## config.mk

```make
export PLATFORM = sky130hd
export DESIGN_NAME = ipi_unit
export DESIGN_NICKNAME = d
export VERILOG_FILES = /design/src/rtl/ipi_pkg.sv /design/src/rtl/ipi_decode.sv /design/src/rtl/ipi_pending.sv /design/src/rtl/ipi_counter.sv /design/src/rtl/ipi_unit.sv
export SDC_FILE = /design/constraint.sdc
export NUM_CORES = 1
export LEC_CHECK = 0
export CAP_MARGIN = 20
export CORE_UTILIZATION = 65
export CTS_BUF_LIST = sky130_fd_sc_hd__clkbuf_4
export CTS_CLUSTER_DIAMETER = 60
export DETAILED_ROUTE_END_ITERATION = 16
export DONT_BUFFER_PORTS = 1
export GPL_ROUTABILITY_DRIVEN = 0
export PLACE_DENSITY = 0.81
export SLEW_MARGIN = 40
export SYNTH_ARGS = -nofsm -noshare
export SYNTH_HDL_FRONTEND = slang
export SYNTH_SLANG_ARGS = --single-unit
```

## constraint.sdc

```tcl
create_clock -name clk -period 4.9 [get_ports clk]
set_input_delay 1.225 -clock clk [delete_from_list [all_inputs] [get_ports clk]]
set_output_delay 1.225 -clock clk [all_outputs]
set_load 0.01 [all_outputs]
```

## src/rtl/ipi_pkg.sv

```systemverilog
package ipi_pkg;
  localparam int unsigned OFS_RAISE = 0;
  localparam int unsigned OFS_ACK   = 4;

  typedef enum logic [1:0] {
    ACC_NONE  = 2'd0,
    ACC_READ  = 2'd1,
    ACC_RAISE = 2'd2,
    ACC_ACK   = 2'd3
  } acc_e;
endpackage

```

## src/rtl/ipi_decode.sv

```systemverilog
module ipi_decode import ipi_pkg::*; #(
  parameter int unsigned NUM_CPU = 8,
  parameter int unsigned DATA_W  = 32,
  parameter int unsigned ADDR_W  = 3,
  localparam int unsigned CPU_W  = $clog2(NUM_CPU)
) (
  input  logic              req_valid,
  input  logic              req_write,
  input  logic [ADDR_W-1:0] req_addr,
  input  logic [DATA_W-1:0] req_wdata,
  input  logic [CPU_W-1:0]  req_cpu,
  output logic [NUM_CPU-1:0] raise_mask,
  output logic [NUM_CPU-1:0] ack_mask,
  output logic              rd_fire,
  output logic [DATA_W-1:0] rd_data
);
  acc_e kind;
  logic [NUM_CPU-1:0] cpu_bits;

  // only the low NUM_CPU data bits name real processors
  assign cpu_bits = req_wdata[NUM_CPU-1:0];

  generate
    if (DATA_W > NUM_CPU) begin : g_hi
      logic unused_hi;
      assign unused_hi = ^req_wdata[DATA_W-1:NUM_CPU];
    end
  endgenerate

  always_comb begin
    kind = ACC_NONE;
    if (req_valid) begin
      if (!req_write) begin
        kind = ACC_READ;
      end else if (req_addr == ADDR_W'(OFS_RAISE)) begin
        kind = ACC_RAISE;
      end else if (req_addr == ADDR_W'(OFS_ACK)) begin
        kind = ACC_ACK;
      end
    end
  end

  assign raise_mask = (kind == ACC_RAISE) ? cpu_bits : '0;
  assign ack_mask   = (kind == ACC_ACK)   ? cpu_bits : '0;
  assign rd_fire    = (kind == ACC_READ);

  always_comb begin
    rd_data = '0;
    if (req_addr == ADDR_W'(OFS_RAISE)) begin
      rd_data = DATA_W'(req_cpu);
    end
  end
endmodule

```

## src/rtl/ipi_pending.sv

```systemverilog
module ipi_pending #(
  parameter int unsigned NUM_CPU = 8
) (
  input  logic               clk,
  input  logic               rst_n,
  input  logic [NUM_CPU-1:0] raise_mask,
  input  logic [NUM_CPU-1:0] ack_mask,
  output logic [NUM_CPU-1:0] pending
);
  generate
    for (genvar i = 0; i < NUM_CPU; i++) begin : g_cpu
      always_ff @(posedge clk or negedge rst_n) begin
        if (!rst_n) begin
          pending[i] <= 1'b0;
        end else if (raise_mask[i]) begin
          pending[i] <= 1'b1;   // raise dominates acknowledge
        end else if (ack_mask[i]) begin
          pending[i] <= 1'b0;
        end
      end
    end
  endgenerate
endmodule

```

## src/rtl/ipi_counter.sv

```systemverilog
module ipi_counter #(
  parameter int unsigned NUM_CPU = 8,
  parameter int unsigned CNT_W   = 16
) (
  input  logic               clk,
  input  logic               rst_n,
  input  logic [NUM_CPU-1:0] raise_mask,
  input  logic [NUM_CPU-1:0] pending,
  output logic [CNT_W-1:0]   count
);
  logic [NUM_CPU-1:0] fresh;
  logic [CNT_W-1:0]   incr;

  assign fresh = raise_mask & ~pending;

  always_comb begin
    incr = '0;
    for (int i = 0; i < NUM_CPU; i++) begin
      incr = incr + CNT_W'(fresh[i]);
    end
  end

  always_ff @(posedge clk or negedge rst_n) begin
    if (!rst_n) begin
      count <= '0;
    end else begin
      count <= count + incr;
    end
  end
endmodule

```

## src/rtl/ipi_unit.sv

```systemverilog
module ipi_unit #(
  parameter int unsigned NUM_CPU = 8,
  parameter int unsigned DATA_W  = 32,
  parameter int unsigned ADDR_W  = 3,
  parameter int unsigned CNT_W   = 16
) (
  input  logic                        clk,
  input  logic                        rst_n,
  input  logic                        req_valid,
  output logic                        req_ready,
  input  logic                        req_write,
  input  logic [ADDR_W-1:0]           req_addr,
  input  logic [DATA_W-1:0]           req_wdata,
  input  logic [$clog2(NUM_CPU)-1:0]  req_cpu,
  output logic                        rsp_valid,
  output logic [DATA_W-1:0]           rsp_rdata,
  output logic [NUM_CPU-1:0]          irq,
  output logic [CNT_W-1:0]            irq_count
);
  logic [NUM_CPU-1:0] raise_mask;
  logic [NUM_CPU-1:0] ack_mask;
  logic               rd_fire;
  logic [DATA_W-1:0]  rd_data;
  logic [NUM_CPU-1:0] pending;

  assign req_ready = rst_n;

  ipi_decode #(.NUM_CPU(NUM_CPU), .DATA_W(DATA_W), .ADDR_W(ADDR_W)) u_decode (
    .req_valid (req_valid),
    .req_write (req_write),
    .req_addr  (req_addr),
    .req_wdata (req_wdata),
    .req_cpu   (req_cpu),
    .raise_mask(raise_mask),
    .ack_mask  (ack_mask),
    .rd_fire   (rd_fire),
    .rd_data   (rd_data)
  );

  ipi_pending #(.NUM_CPU(NUM_CPU)) u_pending (
    .clk       (clk),
    .rst_n     (rst_n),
    .raise_mask(raise_mask),
    .ack_mask  (ack_mask),
    .pending   (pending)
  );

  ipi_counter #(.NUM_CPU(NUM_CPU), .CNT_W(CNT_W)) u_counter (
    .clk       (clk),
    .rst_n     (rst_n),
    .raise_mask(raise_mask),
    .pending   (pending),
    .count     (irq_count)
  );

  always_ff @(posedge clk or negedge rst_n) begin
    if (!rst_n) begin
      rsp_valid <= 1'b0;
      rsp_rdata <= '0;
    end else begin
      rsp_valid <= rd_fire;
      if (rd_fire) begin
        rsp_rdata <= rd_data;
      end
    end
  end

  assign irq = pending;
endmodule

```

* Yosys cells after proc, flatten, opt, wreduce, memory -nomap -nowiden *
Index checks and enable logic that the tools add are counted.

word-level totals
  logic and storage cells = 57
  flip-flop bits (word level) = 57

cells by class
  bitwise gates (word level) = 2
  mux-type cells = 23
  reduce and logical (&&, ||, !) cells = 9
  equal/unequal tests = 4
  add/subtract/negate cells = 8

operators with widths
  operator                                       count
  adder 16 x 1 -> 16 bit                         6
  adder 16 bit                                   1
  two-way mux 1 bit                              16
  two-way mux 8 bit                              2
  nonzero test 2 bit                             8
  bitwise AND 8 bit                              1
  two-way mux 2 bit                              4
  inverter 8 bit                                 1
  == test 2 bit, second input constant           2
  == test 3 bit, second input constant           1
  zero test 3 bit                                1
  two-way mux 3 bit                              1
  adder 1 x 1 -> 2 bit                           1
  == test 2 x 1 -> 1 bit, second input constant  1

* Depth between registers and ports, before layout *
  depth after elaboration = 16
  mapped depth = 16

* Cells and area by module *
A second synthesis with hierarchy kept.

unflattened totals
  cells, all modules = 230
  area total of the unflattened synthesis = 3071.7 um^2

modules (own cells, without submodules)
  module       cells an instance  area each (um^2)  times used  sequential area each (um^2)
  ipi_unit     70                 1377.6            1           825.8
  ipi_counter  81                 959.7             1           400.4
  ipi_decode   55                 444.2             1           0.0
  ipi_pending  24                 290.3             1           200.2

* Worst setup path before layout *
No wires, ideal clock.

  kind = input -> register
  start = input req_addr[2]
  end = register u_counter.count[10]
  path buffers = 1
  arrival time = 5000 ps
  setup slack = -180 ps
  cell stages on the path = 16
  required time = 4820 ps
  setup time = 80 ps
  path through = buf_2 -> nor3_4 -> nand3_1 -> nor3b_1 -> ha_1 -> inv_1 -> fa_1 -> fa_1 -> inv_1 -> fa_1 -> ha_1 -> fa_1 -> a211oi_1 -> o21bai_2 -> nand4_1 -> xnor2_1

between the ends
  cells in the longest elaborated chain, start to end = 16

RTL lines
  what                                 line               text
  start: declaration                   ipi_unit.sv:12     input logic [ADDR_W-1:0] req_addr,
  == test 3 bit                        ipi_decode.sv:37   end else if (req_addr == ADDR_W'(OFS_ACK)) begin
  two-way mux 2 bit                    ipi_decode.sv:37
  two-way mux 2 bit *                  ipi_decode.sv:35   end else if (req_addr == ADDR_W'(OFS_RAISE)) begin
  two-way mux 2 bit *                  ipi_decode.sv:33   if (!req_write) begin
  two-way mux 2 bit *                  ipi_decode.sv:32   if (req_valid) begin
  == test 2 bit *                      ipi_decode.sv:43   assign raise_mask = (kind == ACC_RAISE) ? cpu_bits : '0;
  two-way mux 8 bit *                  ipi_decode.sv:43
  bitwise AND 8 bit *                  ipi_counter.sv:14  assign fresh = raise_mask & ~pending;
  adder 1 x 1 -> 2 bit                 ipi_counter.sv:19  incr = incr + CNT_W'(fresh[i]);
  adder 16 x 1 -> 16 bit (5 in a row)  ipi_counter.sv:19
  adder 16 x 1 -> 16 bit *             ipi_counter.sv:19
  adder 16 bit *                       ipi_counter.sv:27  count <= count + incr;
  end signal: assignment               ipi_counter.sv:27
  end: declaration                     ipi_counter.sv:9   output logic [CNT_W-1:0] count

Every way passes the cells marked *; elsewhere a longest branch is shown, timed or not.
A chain may end at the register's enable or synchronous reset.

* Worst setup path after layout *
  start = input req_addr[0]
  end = register u_counter.count[10]

The elaborated chain is that of the path after synthesis.

==> run summary <==
Outcome: completed
Crit-path cells: nor3_4, nand3_2, nor3b_1, ha_1, inv_1, fa_1, fa_1, inv_1, fa_1, ha_1, fa_2, a211oi_2, o21bai_2, nand4_1, xnor2_1
Die Y: 54.1 um
Net Sw Frac: 33.6%
Max-cap violations: 0
Global route overflow: 0
Critical Path RT: 5.14 ns
DR WL/cell: 14.5 um
Syn Area/Cell: 10.6 um^2
Setup slack, reg-to-reg: 1.08 ns
Worst-path clk slew: 0.13 ns
Pre-antenna DRT Iters: 4
Crit. End Element: flop
FP Rows: 18
P_sw: 172 uW
Worst-case clock buffer depth: 2
Initial drt markers: 18
Sequential Power Share: 61.3%
Pwr per Cell Area: 297 nW/um^2
Hold path endpoint: u_counter.count[15]$_DFF_PN0_
Count leader, synth: buf_4
Crit path arrival time: 4.84 ns
Crit Path Max Fanout: 5
Num CTS Buffers: 3
Drt total wl: 2880 um
Critical path launch point type: input port
Critical path class: input port to flop
Pin count of the biggest net entering global routing: 30
Post-CTS resize count: 0
Top-area cell type share of the netlist area: 39.7%
Main synth FF type: dfrtp_1
Seq/Total Area, Yosys: 39.7%
Synthesized flop and latch total: 28
Gr usage total: 20.5%
Cell Int Power: 341 uW
Final Non-Filler Cells: 198
Final Skew: 0.00500 ns
Total core area: 2520 um^2
Via/cell ratio: 5.72
Finished Cell Area: 1730 um^2
DP Cell Count: 195
H-tree depth: 1
First-pass GRT wire length: 4200 um
Via count: 1,132
RR Endpoint: u_counter.count[10]$_DFF_PN0_
Post-synth EDFFs: 0
RSZ-0062 raised after global routing: false
Number of setup buffers added after CTS: 0
Delay-heaviest family, CP: adder cells
Layout cells sized above 1: 11.3%
Slew headroom: 63.4%
Diode count: 0
PortBufs: 0
Die Span X: 54.1 um
Most frequent CP cell: fa_1
Area contributors post-synth: dfrtp_1 40%, buf_4 13%, ha_1 8.5%
Drt drc: 0
Worst skew pair latency: 0.31 ns
Post-CTS Hold Buffers: 0
R2r worst-path depth: 13
CP Depth: 15
Antenna violations before repair: 0
# clock sinks: 28
IO Pins: 100
Slowest-stage cell, CP: fa_1
FFs w/ async S/R, synth: 100%
Ys Warns: 0
Synth top cells by count: 31 x buf_4, 28 x dfrtp_1, 14 x a21oi_1
Fin worst setup slack: 0.304 ns
Root Buffer: clkbuf_4
Min cycle time layout: 4.60 ns
Post-synth cell types: 30
Lkg Pwr: 0.000882 uW
Hold path depth: 1
Total Die Area: 2930 um^2
Pre-CTS setup slack: -0.0336 ns
P&R area growth vs syn: -1.99%
Comb pwr share: 21.3%
Leading area contributor after synthesis: dfrtp_1
Clock share of power: 17.4%
Nets: 228
Initial Util: 69.9%
Hold Fails Final Rpt: 0
Hold_sp: u_counter.count[15]$_DFF_PN0_
Post-Syn Instances: 166
FMAX: 218 MHz
DP HPWL: 2310 um
Final setup vio count: 0
Number of global-route vias before repair: 998
Tcrit/Tclk final: 93.8%
CTS tree: yes
Final Max Tran Viols: 0
Post-DRT Antenna Nets: 0
Buf+Inv Stages, Crit Path: 2
Peak VDD IR: 208 uV
Post-DP Area: 1710 um^2
Reg-to-reg startpoint: u_pending.pending[1]$_DFFE_PN0P_
Class of the worst hold path: flop to flop
Post-synthesis cell area: 1760 um^2
Crit-path max cell delay: 0.55 ns
Worst slew pin tran: 0.547 ns
==> state kept, by name, indices dropped and copies added (netlist names) <==
signal / flops
u_counter.count: 16
u_pending.pending: 8
rsp_rdata: 3
rsp_valid: 1
==> power by group through the flow <==
| stage | combinational (uW) | clock [uW] | sequential (uW) |
|---|---|---|---|
| floorplan | 110 | 0 | 310 |
| global placement | 101 | 0 | 318 |
| detailed placement | 109 | 0 | 319 |
| CTS | 110 | 94.9 | 315 |
| global route | 123 | 102 | 320 |
| finish | 109 | 89.4 | 314 |
==> final cells by class <==
cell class                      instances  area (um^2)
Tap cell                               30         37.5
Multi-Input combinational cell        128          920
Fill cell                             198          793
Clock buffer                            3         22.5
Sequential cell                        28          701
Inverter                                5         18.8
Timing Repair Buffer                    4         30.0
==> placed cells by master, fill, tap and decap left out <==
master | synthesis | routed
a21o_1 | 3 | 3
nand4_1 | 2 | 2
nand3_2 | 1 | 2
xor2_1 | 7 | 7
nand4_4 | 1 | 1
nor3_4 | 2 | 2
conb_1 | 1 | 29
o21bai_2 | 1 | 1
nor3b_1 | 4 | 4
nor2b_1 | 1 | 1
nand3b_1 | 4 | 4
xnor2_1 | 7 | 7
a21oi_2 | 1 | 1
buf_4 | 31 | 4
fa_1 | 4 | 3
and3_1 | 1 | 1
inv_1 | 5 | 5
clkbuf_4 | 0 | 3
and4_4 | 1 | 1
fa_2 | 0 | 1
a21oi_1 | 14 | 14
dfrtp_1 | 28 | 28
ha_1 | 12 | 12
a31oi_1 | 8 | 8
nand2b_1 | 1 | 1
a211oi_2 | 1 | 2
nand3_1 | 4 | 3
o21ai_0 | 4 | 4
nand2_1 | 13 | 13
and3_2 | 1 | 1
==> worst register-to-register path: cells and delay by family (launching register included) <==
family,cells,cell delay [ns]
AO/OA/AOI/OAI,2,0.38
adder cells (fa/ha/maj),6,2.28
buffers and inverters,2,0.13
AND/OR/NAND/NOR,2,0.38
XOR/XNOR,1,0.13
flip-flops,1,0.45
==> stage by stage <==
step	hold WS (ns)	setup TNS, ns	total power [uW]	utilization, %
after global placement	0.525	-0.0330	419	67.7
after detailed placement	0.527	-0.0336	429	67.7
after global routing	0.544	0	545	68.6
after CTS	0.547	0	520	68.6
after floorplan	0.504	0	420	-
final	0.540	0	513	68.6
==> worst max-delay path by stage <==
| stage | start | endpoint | slack, ns |
|---|---|---|---|
| 4_1_cts | req_addr[0] | u_counter.count[10]$_DFF_PN0_ | 0.29 |
| 3_3_place_gp | req_addr[0] | u_counter.count[14]$_DFF_PN0_ | -0.02 |
| 5_1_grt | req_addr[0] | u_counter.count[4]$_DFF_PN0_ | 0.09 |
| 6_report | req_addr[0] | u_counter.count[10]$_DFF_PN0_ | 0.30 |
| 2_1_floorplan | req_addr[2] | u_counter.count[10]$_DFF_PN0_ | 0.01 |
| 3_5_place_dp | req_addr[0] | u_counter.count[10]$_DFF_PN0_ | -0.03 |
==> per-layer routing <==
metal	track usage (%)	share of wire [%]	vias to the layer above
li1	-	-	521
met1	24.7	41	532
met2	34.8	49	73
met3	4.52	8.0	6
met4	9.40	2.1	0
met5	0	0	-
==> cells by family after synthesis <==
logic type	share of synthesized area (%)
buf+inv	14.8
simple gates	13.8
compound gates	11.5
flops	39.7
fa+ha+maj	13.0
xor+xnor	6.95
other cells	0.213
(Power assumes the default switching activity.)
